[src/rtl/fbaud_pkg.sv]
package fbaud_pkg;

    localparam int OS_LO = 8;
    localparam int OS_HI = 16;
    localparam int OS_CW = $clog2(OS_HI);

    typedef enum logic {
        OS_X16 = 1'b0,
        OS_X8  = 1'b1
    } os_mode_e;

    // Smart-card mode wins over the high-speed select.
    function automatic os_mode_e pick_mode(input logic hs, input logic smart);
        return (hs && !smart) ? OS_X8 : OS_X16;
    endfunction

    function automatic logic [OS_CW-1:0] mode_last(input os_mode_e m);
        return (m == OS_X8) ? OS_CW'(OS_LO - 1) : OS_CW'(OS_HI - 1);
    endfunction

endpackage

[src/rtl/fbaud_stage.sv]
module fbaud_stage #(
    parameter int INT_W  = 16,
    parameter int FRAC_W = 6,
    parameter int LCR_W  = 8
) (
    input  logic              clk,
    input  logic              rst,
    input  logic              int_wr_en,
    input  logic [INT_W-1:0]  int_wr_data,
    input  logic              frac_wr_en,
    input  logic [FRAC_W-1:0] frac_wr_data,
    input  logic              lcr_wr_en,
    input  logic [LCR_W-1:0]  lcr_wr_data,
    output logic [INT_W-1:0]  act_int,
    output logic [FRAC_W-1:0] act_frac,
    output logic [LCR_W-1:0]  act_lcr
);
    typedef struct packed {
        logic [INT_W-1:0]  div_int;
        logic [FRAC_W-1:0] div_frac;
        logic [LCR_W-1:0]  lcr;
    } cfg_t;

    logic [INT_W-1:0]  stg_int;
    logic [FRAC_W-1:0] stg_frac;
    cfg_t              active_q;
    cfg_t              active_d;

    always_ff @(posedge clk) begin
        if (rst) begin
            stg_int  <= '0;
            stg_frac <= '0;
        end else begin
            if (int_wr_en)  stg_int  <= int_wr_data;
            if (frac_wr_en) stg_frac <= frac_wr_data;
        end
    end

    // A staging write in the same cycle as the commit is forwarded.
    always_comb begin
        active_d          = active_q;
        active_d.div_int  = int_wr_en  ? int_wr_data  : stg_int;
        active_d.div_frac = frac_wr_en ? frac_wr_data : stg_frac;
        active_d.lcr      = lcr_wr_data;
    end

    always_ff @(posedge clk) begin
        if (rst)            active_q <= '0;
        else if (lcr_wr_en) active_q <= active_d;
    end

    assign act_int  = active_q.div_int;
    assign act_frac = active_q.div_frac;
    assign act_lcr  = active_q.lcr;
endmodule

[src/rtl/fbaud_frac_div.sv]
module fbaud_frac_div #(
    parameter int INT_W  = 16,
    parameter int FRAC_W = 6
) (
    input  logic              clk,
    input  logic              rst,
    input  logic              restart,
    input  logic [INT_W-1:0]  div_int,
    input  logic [FRAC_W-1:0] div_frac,
    output logic              os_tick
);
    logic [INT_W-1:0]  cnt;
    logic [FRAC_W-1:0] acc;
    logic [FRAC_W:0]   acc_sum;
    logic              stretch;
    logic [INT_W:0]    last_cnt;
    logic              running;

    assign acc_sum  = {1'b0, acc} + {1'b0, div_frac};
    assign stretch  = acc_sum[FRAC_W];
    assign last_cnt = {1'b0, div_int} - (INT_W+1)'(1) + (INT_W+1)'(stretch);
    assign running  = (div_int != '0);
    assign os_tick  = running && ({1'b0, cnt} == last_cnt);

    always_ff @(posedge clk) begin
        if (rst || restart || !running) begin
            cnt <= '0;
            acc <= '0;
        end else if (os_tick) begin
            cnt <= '0;
            acc <= acc_sum[FRAC_W-1:0];
        end else begin
            cnt <= cnt + INT_W'(1);
        end
    end
endmodule

[src/rtl/fbaud_bit_div.sv]
module fbaud_bit_div
    import fbaud_pkg::*;
(
    input  logic     clk,
    input  logic     rst,
    input  logic     restart,
    input  logic     os_tick,
    input  os_mode_e mode,
    output logic     bit_tick
);
    logic [OS_CW-1:0] ocnt;
    logic [OS_CW-1:0] last;

    assign last     = mode_last(mode);
    // Using >= keeps the counter safe when the mode shrinks mid-count.
    assign bit_tick = os_tick && (ocnt >= last);

    always_ff @(posedge clk) begin
        if (rst || restart)  ocnt <= '0;
        else if (bit_tick)   ocnt <= '0;
        else if (os_tick)    ocnt <= ocnt + OS_CW'(1);
    end
endmodule

[src/rtl/fbaud_gen.sv]
module fbaud_gen
    import fbaud_pkg::*;
#(
    parameter int INT_W  = 16,
    parameter int FRAC_W = 6,
    parameter int LCR_W  = 8
) (
    input  logic              clk,
    input  logic              rst,
    input  logic              int_wr_en,
    input  logic [INT_W-1:0]  int_wr_data,
    input  logic              frac_wr_en,
    input  logic [FRAC_W-1:0] frac_wr_data,
    input  logic              lcr_wr_en,
    input  logic [LCR_W-1:0]  lcr_wr_data,
    input  logic              hs_sel,
    input  logic              smart_sel,
    output logic [LCR_W-1:0]  line_cfg,
    output logic              os_tick,
    output logic              bit_tick
);
    logic [INT_W-1:0]  act_int;
    logic [FRAC_W-1:0] act_frac;
    os_mode_e          mode;

    assign mode = pick_mode(hs_sel, smart_sel);

    fbaud_stage #(.INT_W(INT_W), .FRAC_W(FRAC_W), .LCR_W(LCR_W)) u_stage (
        .clk          (clk),
        .rst          (rst),
        .int_wr_en    (int_wr_en),
        .int_wr_data  (int_wr_data),
        .frac_wr_en   (frac_wr_en),
        .frac_wr_data (frac_wr_data),
        .lcr_wr_en    (lcr_wr_en),
        .lcr_wr_data  (lcr_wr_data),
        .act_int      (act_int),
        .act_frac     (act_frac),
        .act_lcr      (line_cfg)
    );

    fbaud_frac_div #(.INT_W(INT_W), .FRAC_W(FRAC_W)) u_frac (
        .clk      (clk),
        .rst      (rst),
        .restart  (lcr_wr_en),
        .div_int  (act_int),
        .div_frac (act_frac),
        .os_tick  (os_tick)
    );

    fbaud_bit_div u_bit (
        .clk      (clk),
        .rst      (rst),
        .restart  (lcr_wr_en),
        .os_tick  (os_tick),
        .mode     (mode),
        .bit_tick (bit_tick)
    );
endmodule

[config.mk]
export PLATFORM = sky130hd
export DESIGN_NAME = fbaud_gen
export DESIGN_NICKNAME = d
export VERILOG_FILES = /design/src/rtl/fbaud_pkg.sv /design/src/rtl/fbaud_stage.sv /design/src/rtl/fbaud_frac_div.sv /design/src/rtl/fbaud_bit_div.sv /design/src/rtl/fbaud_gen.sv
export SDC_FILE = /design/constraint.sdc
export NUM_CORES = 1
export LEC_CHECK = 0
export ABC_AREA = 1
export BUFFER_PORTS_ARGS = -buffer_cell sky130_fd_sc_hd__buf_2
export CORE_ASPECT_RATIO = 2
export CORE_MARGIN = 4
export CORE_UTILIZATION = 40
export CTS_BUF_LIST = sky130_fd_sc_hd__clkbuf_8
export DETAILED_ROUTE_END_ITERATION = 10
export RECOVER_POWER = 25
export SLEW_MARGIN = 20
export SYNTH_ARGS = -nofsm -noshare
export SYNTH_HDL_FRONTEND = slang
export SYNTH_SLANG_ARGS = --single-unit
[constraint.sdc]
create_clock -name clk -period 6.2 [get_ports clk]
set_input_delay 1.24 -clock clk [delete_from_list [all_inputs] [get_ports clk]]
set_output_delay 1.24 -clock clk [all_outputs]
set_load 0.005 [all_outputs]
==> results.py, run 1 <==
metrics = {
    "final_layout": {
        "nNetsFinal": 620,
        "drive_above_1_share": 0.125,
        "syn2layout_area_growth_pct": 13.4,
        "multi_input_area_sq_um": 1940,
        "stdcell_count": 677,
        "num-fill-cells": 941,
        "seq_area_sq_um": 1560,
        "utilization": 0.471,
        "antenna-diode-count": 0,
    },
    "global_routing": {
        "gr-total-overflow": 0,
        "grt_start_max_net_pins": 31,
        "first_global_vias": 3415,
        "grt_use_total": 0.170,
        "antenna_found_initial": 0,
        "grt_pass1_wl_um": 15300,
    },
    "timing": {
        "final_max_slew_viol_count": 0,
        "fin_crit_sh": 0.809,
        "tns_ns": 0,
        "hold_violations": 0,
        "worst_pin_slew_ns": 0.775,
        "skew_ns": 0.0124,
        "setup_viol": 0,
        "fmaxAchievable_mhz": 199,
        "rsz0062_at_grt": "false",
        "final.min_clock_period_ns": 5.02,
        "slew_headroom": 0.483,
    },
    "floorplan": {
        "ios": 47,
        "fp.coreArea_sq_um": 9070,
        "dieArea_sq_um": 11100,
        "core.rowCount": 49,
        "fp.dieH_um": 145,
        "die_width_um": 76.6,
        "initial_utilization": 0.415,
    },
    "outcome": {
        "outcome": "finished clean",
    },
    "worst_setup_path": {
        "crit_type": "reg -> out",
        "crit_chain": "ha_1 > inv_1 > fa_1 > o21ai_0 > nand2_1 > nand2_1 > a21oi_1 > ha_1 > ha_1 > inv_1 > nand2_1 > nand2_1 > nor2_1 > nand2_1 > nor2_1 > nand2_1 > nor2_1 > nand3_1 > nor2_2 > buf_4 > nand2_1 > inv_1 > buf_2",
        "crit_path_frequent_cell": "nand2_1",
        "critPathMaxStageDelay_ns": 0.40,
        "crit_start": "u_stage.act_frac[0]",
        "required_ns": 4.96,
        "critPathArrivalTime_ns": 3.78,
        "regToRegStartpoint": "u_stage.act_frac[0]",
        "cp_max_fo": 11,
        "r2r_end": "u_frac.cnt[2]",
        "r2r_cells": 23,
        "setup.worst_path.end": "bit_tick",
        "worstSetupEndpointType": "output pin",
        "ff2ff_setup_slack_ns": 2.39,
        "critical_path.startpoint_type": "register",
        "crit_slowest_cell": "fa_1",
    },
    "routing": {
        "num_vias": 3382,
        "drtIter0Drc": 115,
        "vias_per_cell": 5.00,
        "ant_nets": 0,
        "wl_um": 9120,
        "drc": 0,
        "dr.pass1.iters": 4,
        "routedWlPerCell_um": 13.5,
    },
    "pwr": {
        "p_total_uw": 1120,
        "power_leakage_uw": 0.00198,
        "powerDensity_nw_per_um2": 263,
        "vdd_drop_max_mv": 0.201,
    },
    "worst_hold_path": {
        "hp-class": "reg -> reg",
    },
    "yosys": {
        "synth_area_sq_um": 3770,
        "yosysSeqAreaShare": 0.415,
        "syn_inst": 524,
        "yosys_warnings": 0,
        "syn_avg_cell_area_sq_um": 7.19,
        "synth_edf_count": 0,
        "ys_types": 37,
        "synth_async_sr_flop_share": 0,
        "ys_seq_elements": 78,
        "synth_fp_nets": 574,
        "ys_dominant_reg_cell": "dfxtp_1",
    },
    "clock_tree": {
        "cts_setup_buffers": 0,
        "cts.path.max_buffers": 2,
        "cts_max_level": 3,
        "clkTransAtPathRegs_ns": 0.08,
        "cts_sinks": 78,
        "cts_hold_buffers": 0,
        "cts_resized": 0,
        "root_buffer": "clkbuf_8",
        "clk_latency_ns": 0.36,
        "cts_tree": "yes",
        "cts_buffers": 9,
    },
    "placement": {
        "dp_cells": 661,
        "hpwl_um": 7040,
        "numPortBuffers": 46,
        "gp_congestion": 0.896,
    },
    "run": {
        "cap_violations": 0,
    },
}
## where the power goes
group | switching (uW) | internal, uW | total (uW) | leakage [uW]
registers | 18.5 | 529 | 547 | 0.000643
logic | 97.5 | 57.7 | 155 | 0.00123
clock network | 195 | 225 | 419 | 0.000108
total | 311 | 811 | 1120 | 0.00198
## cell families (layout without fill, tap and decap cells)
kind of cell,after synthesis,in the layout,synth area share
xor gates and xnor gates,18,18,0.0419
DFF,78,78,0.415
and+or+nand+nor,269,269,0.302
adders and majority gates,13,13,0.0452
buffers and inverters,64,115,0.0711
AOI/OAI and AO/OA,82,82,0.125
## layout by cell type (no fill, tap or decap), drive strengths merged
cell type / count
buf: 43
nand2: 108
clkbuf: 14
nor2: 127
a31oi: 2
o21ai: 43
xnor2: 4
or2: 2
bufinv: 2
nor3: 4
and2: 1
clkinvlp: 2
ha: 12
and3: 1
a21oi: 22
a31o: 1
nand3b: 4
nand3: 15
fa: 1
xor2: 14
inv: 52
a211oi: 2
nor3b: 5
clkinv: 2
dfxtp: 78
nand4: 2
o22a: 12
## final cells by class
type | count | area share
Sequential cell | 78 | 0.366
Timing Repair Buffer | 48 | 0.0557
Tap cell | 102 | 0.0299
Clock inverter | 7 | 0.0214
Multi-Input combinational cell | 382 | 0.454
Inverter | 51 | 0.0448
Clock buffer | 9 | 0.0290
## metrics by stage
| step | hold WS, ns | worst slack, ns | instance area (sq um) |
|---|---|---|---|
| after floorplan | 0.430 | 2.23 | 3770 |
| after global placement | 0.450 | 1.66 | 4060 |
| after detailed placement | 0.456 | 1.57 | 4060 |
| after CTS | 0.474 | 1.16 | 4280 |
| after global routing | 0.486 | 0.771 | 4270 |
| final | 0.471 | 1.18 | 4270 |
## cell usage after synthesis, drive strengths merged (5+ instances only)
cell    number  share of area
o21ai       43          0.057
nand3       15          0.021
nand2      108           0.11
ha          12          0.040
a21oi       22          0.030
clkbuf       9         0.0090
inv         50          0.050
xor2        14          0.033
nor3b        5          0.010
o22a        12          0.028
nor2       127           0.13
dfxtp       78           0.41
## critical path: cells and delay by family, from the launching register on
family / cells / cell delay (ns)
DFF: 1 / 0.34
AOI/OAI and AO/OA: 2 / 0.37
adders and majority gates: 4 / 1.11
and+or+nand+nor: 12 / 1.10
buffers and inverters: 5 / 0.50
## flip-flops by register name, indices dropped and copies added (netlist names)
| register | count |
|---|---|
| u_stage.stg_frac | 6 |
| u_frac.acc | 6 |
| u_stage.act_int | 16 |
| u_stage.act_frac | 6 |
| u_frac.cnt | 16 |
| u_stage.stg_int | 16 |
| u_bit.ocnt | 4 |
| u_stage.act_lcr | 8 |
## metal layers
metal	global-route usage	vias to the layer above	routed length, um
met5	0	-	0
met4	0.0681	0	134
met3	0.0223	8	214
met2	0.340	35	5220
met1	0.171	1578	3550
li1	-	1761	-
## worst min path at each step
stage / from / end / cells past startpoint
2_1_floorplan: u_frac.cnt[0] / u_frac.cnt[0] / 1
3_3_place_gp: u_frac.cnt[0] / u_frac.cnt[0] / 1
3_5_place_dp: u_frac.cnt[0] / u_frac.cnt[0] / 1
4_1_cts: u_frac.cnt[0] / u_frac.cnt[0] / 1
5_1_grt: u_frac.acc[3] / u_frac.acc[3] / 2
6_report: u_frac.cnt[0] / u_frac.cnt[0] / 1
(Power assumes the default switching activity.)
==> inputs of run 2 (changes only) <==
==> constraint.sdc (replaced) <==
create_clock -name clk -period 4.2 [get_ports clk]
set_input_delay 0.84 -clock clk [delete_from_list [all_inputs] [get_ports clk]]
set_output_delay 0.84 -clock clk [all_outputs]
set_load 0.005 [all_outputs]
==> results.py, run 2 (synthesis gave the netlist of run 1 again) <==
metrics = {
    "timing": {
        "hold_violations": 0,
        "final_max_slew_viol_count": 0,
        "fin_crit_sh": 0.969,
        "setup_viol": 0,
        "fmaxAchievable_mhz": 246,
        "hold_slack_ns": 0.467,
        "skew_ns": 0.00715,
        "final.min_clock_period_ns": 4.07,
        "fin_ws_ns": 0.132,
        "slew_headroom": 0.463,
        "worst_pin_slew_ns": 0.804,
    },
    "clock_tree": {
        "cts_tree": "yes",
        "root_buffer": "clkbuf_8",
        "cts.path.max_buffers": 2,
        "clk_latency_ns": 0.35,
        "cts_buffers": 9,
        "cts_max_level": 3,
        "cts_sinks": 78,
        "clkTransAtPathRegs_ns": 0.08,
    },
    "routing": {
        "wl_um": 9500,
        "ant_nets": 0,
        "drtIter0Drc": 202,
        "drc": 0,
        "routedWlPerCell_um": 14.0,
        "dr.pass1.iters": 4,
        "num_vias": 3450,
        "vias_per_cell": 5.07,
    },
    "floorplan": {
        "initial_utilization": 0.415,
        "fp.dieH_um": 145,
        "dieArea_sq_um": 11100,
        "core.rowCount": 49,
        "fp.coreArea_sq_um": 9070,
        "ios": 47,
        "die_width_um": 76.6,
    },
    "worst_setup_path": {
        "crit_type": "reg -> out",
        "crit_chain": "ha_2 > inv_1 > fa_2 > o21ai_2 > nand2_1 > nand2_1 > a21oi_1 > ha_2 > ha_4 > inv_1 > nand2_1 > nand2_1 > nor2_1 > nand2_1 > nor2_1 > nand2_1 > nor2_1 > nand3_1 > nor2_4 > buf_4 > buf_2",
        "worstSetupEndpointType": "output pin",
        "critical_path.startpoint_type": "register",
        "cp_max_fo": 4,
        "required_ns": 3.36,
        "critPathArrivalTime_ns": 3.23,
        "crit_slowest_cell": "fa_2",
        "critPathMaxStageDelay_ns": 0.35,
        "cpLargestDelayFamily": "adder cells",
        "crit_path_frequent_cell": "nand2_1",
        "worst-path-buf-inv": 4,
    },
    "final_layout": {
        "syn2layout_area_growth_pct": 15.1,
        "num-fill-cells": 971,
        "final_cell_mix": "120 x nor2_1, 103 x nand2_1, 76 x dfxtp_1, 50 x inv_1, 41 x o21ai_0",
        "final_common_cell": "nor2_1",
        "antenna-diode-count": 0,
        "nNetsFinal": 623,
        "multi_input_area_sq_um": 1970,
        "drive_above_1_share": 0.149,
        "seq_area_sq_um": 1560,
    },
    "global_routing": {
        "grt_pass1_wl_um": 15900,
        "gr-total-overflow": 0,
        "grt_start_max_net_pins": 31,
        "first_global_vias": 3538,
        "grt_use_total": 0.178,
        "antenna_found_initial": 0,
    },
    "pwr": {
        "power_leakage_uw": 0.00200,
        "powerDensity_nw_per_um2": 386,
        "vdd_drop_max_mv": 0.215,
        "p_total_uw": 1670,
    },
    "run": {
        "cap_violations": 0,
    },
    "placement": {
        "pre_cts_slack_ns": 0.286,
        "numPortBuffers": 46,
        "gp_congestion": 0.920,
        "hpwl_um": 7230,
    },
    "worst_hold_path": {
        "hp-class": "reg -> reg",
    },
    "outcome": {
        "outcome": "finished clean",
    },
}
## run 2: cell count changes in the layout (fill, tap and decap cells not counted), sizes merged
| cell | previous run | this run |
|---|---|---|
| buf | 43 | 45 |
| inv | 52 | 50 |
| clkinv | 2 | 3 |
| clkbuf | 14 | 16 |
## run 2: final timing paths
path / cells past startpoint / slack [ns] / endpoint / start
worst min register to register: 1 / 0.47 / u_frac.cnt[0] / u_frac.cnt[0]
worst max-delay path: 21 / 0.13 / os_tick / u_stage.act_frac[0]
worst min-delay path: 1 / 0.47 / u_frac.cnt[0] / u_frac.cnt[0]
worst max register to register: 23 / 0.77 / u_frac.cnt[14] / u_stage.act_frac[0]
## run 2: power breakdown
group / leakage [uW] / switching (uW) / internal, uW
Clock: 0.000108 / 281 / 349
Sequential: 0.000644 / 27.9 / 780
Combinational: 0.00125 / 148 / 87.5
## run 2: worst reg2reg max path, cell delays in order, from the launching register on
cell and delay, ns:
dfxtp_2 0.34, ha_2 0.17, inv_1 0.05, fa_2 0.35, o21ai_2 0.15, nand2_1 0.07
nand2_1 0.06, a21oi_1 0.07, ha_2 0.22, ha_4 0.27, inv_1 0.03, nand2_1 0.05
nand2_1 0.05, nor2_1 0.10, nand2_1 0.06, nor2_1 0.10, nand2_1 0.08, nor2_1 0.09
nand3_1 0.12, nor2_4 0.19, buf_4 0.18, inv_1 0.11, nand2_2 0.31, nor3b_1 0.10
## run 2: layout make-up
| type | count | share of cell area |
|---|---|---|
| clock buffer | 10 | 0.0317 |
| clock inverter | 6 | 0.0196 |
| inverter | 51 | 0.0441 |
| multi-input combinational | 382 | 0.454 |
| sequential | 78 | 0.361 |
| tap | 102 | 0.0294 |
| timing repair buffer | 51 | 0.0600 |
## run 2: per-layer routing
layer,vias up,share of wire,GRT usage
met2,57,0.58,0.353
met5,-,0,0
met1,1612,0.37,0.172
met4,0,0.022,0.0780
li1,1764,-,-
met3,17,0.026,0.0323
## run 2: timing repair
| item | 4_1_cts | 5_1_grt |
|---|---|---|
| buffers inserted | 0 | 2 |
| pin swaps | 0 | 4 |
| hold buffers | 0 | 0 |
| gates resized for setup | 2 | 9 |
| setup endpoints to repair | 1 | 2 |
## run 2: through the flow
| step | area (sq um) | setup TNS (ns) | std cells | util |
|---|---|---|---|---|
| 2_1_floorplan | 3770 | 0 | 524 | - |
| 3_3_place_gp | 4070 | 0 | 662 | 0.449 |
| 3_5_place_dp | 4070 | 0 | 662 | 0.449 |
| 4_1_cts | 4300 | 0 | 678 | 0.474 |
| 5_1_grt | 4340 | -0.154 | 680 | 0.478 |
| 6_report | 4340 | 0 | 680 | 0.478 |
==> inputs of run 3 (changes only) <==
--- a/config.mk
+++ b/config.mk
@@ -9,7 +9,7 @@
 export BUFFER_PORTS_ARGS = -buffer_cell sky130_fd_sc_hd__buf_2
 export CORE_ASPECT_RATIO = 2
 export CORE_MARGIN = 4
-export CORE_UTILIZATION = 40
+export CORE_UTILIZATION = 30
 export CTS_BUF_LIST = sky130_fd_sc_hd__clkbuf_8
 export DETAILED_ROUTE_END_ITERATION = 10
 export RECOVER_POWER = 25
==> results.py, run 3 (synthesis gave the netlist of run 1 again) <==
metrics = {
    "timing": {
        "hold_slack_ns": 0.474,
        "worst_pin_slew_ns": 0.814,
        "setup_viol": 0,
        "fmaxAchievable_mhz": 254,
        "slew_headroom": 0.457,
        "rsz0062_at_grt": "false",
        "skew_ns": 0.0105,
        "hold_violations": 0,
        "final.min_clock_period_ns": 3.94,
        "final_max_slew_viol_count": 0,
        "tns_ns": 0,
        "fin_crit_sh": 0.938,
    },
    "floorplan": {
        "initial_utilization": 0.309,
        "dieArea_sq_um": 14500,
        "fp.coreArea_sq_um": 12200,
        "ios": 47,
        "die_width_um": 87.2,
        "core.rowCount": 57,
        "fp.dieH_um": 166,
    },
    "routing": {
        "num_vias": 3424,
        "drc": 0,
        "routedWlPerCell_um": 13.0,
        "vias_per_cell": 4.72,
        "drtIter0Drc": 162,
        "dr.pass1.iters": 4,
        "ant_nets": 0,
        "wl_um": 9440,
    },
    "clock_tree": {
        "cts_tree": "yes",
        "clkTransAtPathRegs_ns": 0.08,
        "cts.path.max_buffers": 2,
        "cts_hold_buffers": 0,
        "cts_buffers": 9,
        "clk_latency_ns": 0.35,
        "cts_sinks": 78,
        "cts_max_level": 3,
        "root_buffer": "clkbuf_8",
    },
    "final_layout": {
        "final_cell_mix": "121 x nor2_1, 103 x nand2_1, 77 x dfxtp_1, 51 x inv_1, 42 x buf_2",
        "syn2layout_area_growth_pct": 15.6,
        "drive_above_1_share": 0.149,
        "nNetsFinal": 623,
        "num-fill-cells": 1314,
        "antenna-diode-count": 0,
        "final_common_cell": "nor2_1",
    },
    "worst_hold_path": {
        "hp-class": "reg -> reg",
        "worstHoldStart": "u_frac.cnt[0]",
    },
    "global_routing": {
        "antenna_found_initial": 0,
        "grt_pass1_wl_um": 16000,
        "grt_use_total": 0.138,
        "grt_start_max_net_pins": 31,
        "gr-total-overflow": 0,
        "first_global_vias": 3624,
    },
    "pwr": {
        "power.share.sequential": 0.515,
        "switching_share": 0.289,
        "p_switching_uw": 453,
        "combinationalPowerShare": 0.151,
        "vdd_drop_max_mv": 0.262,
        "p_total_uw": 1570,
        "p_int_uw": 1110,
        "clkPwrFrac": 0.333,
        "powerDensity_nw_per_um2": 360,
        "power_leakage_uw": 0.00199,
    },
    "worst_setup_path": {
        "critPathArrivalTime_ns": 3.10,
        "worstSetupEndpointType": "output pin",
        "required_ns": 3.36,
        "cp_max_fo": 3,
        "regToRegStartpoint": "u_frac.acc[0]",
        "critical_path.startpoint_type": "register",
        "crit_start": "u_frac.acc[0]",
        "crit_type": "reg -> out",
    },
    "placement": {
        "gp_congestion": 0.896,
        "hpwl_um": 7440,
        "numPortBuffers": 46,
    },
    "outcome": {
        "outcome": "finished clean",
    },
    "run": {
        "cap_violations": 0,
    },
}
==> run 3: cell type report <==
cell class                 instances  area (sq um)  share of cell area
multi-input combinational        382          1970               0.452
sequential                        78          1560               0.359
timing repair buffer              51           263              0.0603
inverter                          51           191              0.0440
tap                              147           184              0.0422
clock buffer                      11           151              0.0348
clock inverter                     5          32.5             0.00747
==> run 3: path summary, 6_finish.rpt <==
path	depth (start not counted)	slack (ns)	to
worst min-delay path	1	0.47	u_frac.cnt[0]
worst min register to register	1	0.47	u_frac.cnt[0]
worst max register to register	24	0.75	u_frac.cnt[14]
worst max-delay path	21	0.26	os_tick
==> run 3: routing by layer <==
layer,share of wire,vias up,track usage
li1,-,1767,-
met4,0.025,0,0.0621
met5,0,-,0
met2,0.58,46,0.274
met3,0.028,18,0.0277
met1,0.36,1593,0.128
==> run 3: power groups by stage <==
stage,Clock (uW),Sequential [uW],Combinational [uW]
after floorplan,0,817,166
after global placement,0,824,230
after detailed placement,0,825,236
after CTS,541,808,237
after global routing,571,813,274
final,523,807,237
==> run 3: what timing repair did <==
action	in CTS	in global routing
resized for setup	1	9
endpoints found under the setup margin	1	2
pin swaps	0	2
setup buffers	0	2
gates cloned	0	0
==> run 3: worst max-delay path, cell delays in order (launching register included) <==
cell	delay, ns
dfxtp_1	0.34
ha_2	0.18
inv_1	0.05
fa_2	0.35
o21ai_2	0.15
nand2_1	0.06
nand2_1	0.05
a21oi_1	0.08
ha_2	0.22
ha_4	0.27
inv_1	0.03
nand2_1	0.04
nand2_1	0.04
nor2_1	0.09
nand2_1	0.05
nor2_1	0.08
nand2_1	0.05
nor2_1	0.08
nand3_1	0.11
nor2_4	0.14
buf_4	0.12
buf_2	0.13
==> run 3: per-stage QoR <==
stage / std cells / cell area, sq um / worst slack [ns] / utilization
final: 725 / 4360 / 0.260 / 0.357
after global placement: 707 / 4130 / 0.424 / 0.338
after floorplan: 524 / 3770 / 0.629 / -
after global routing: 725 / 4360 / 0.0124 / 0.357
after CTS: 723 / 4310 / 0.00659 / 0.353
after detailed placement: 707 / 4130 / 0.325 / 0.338
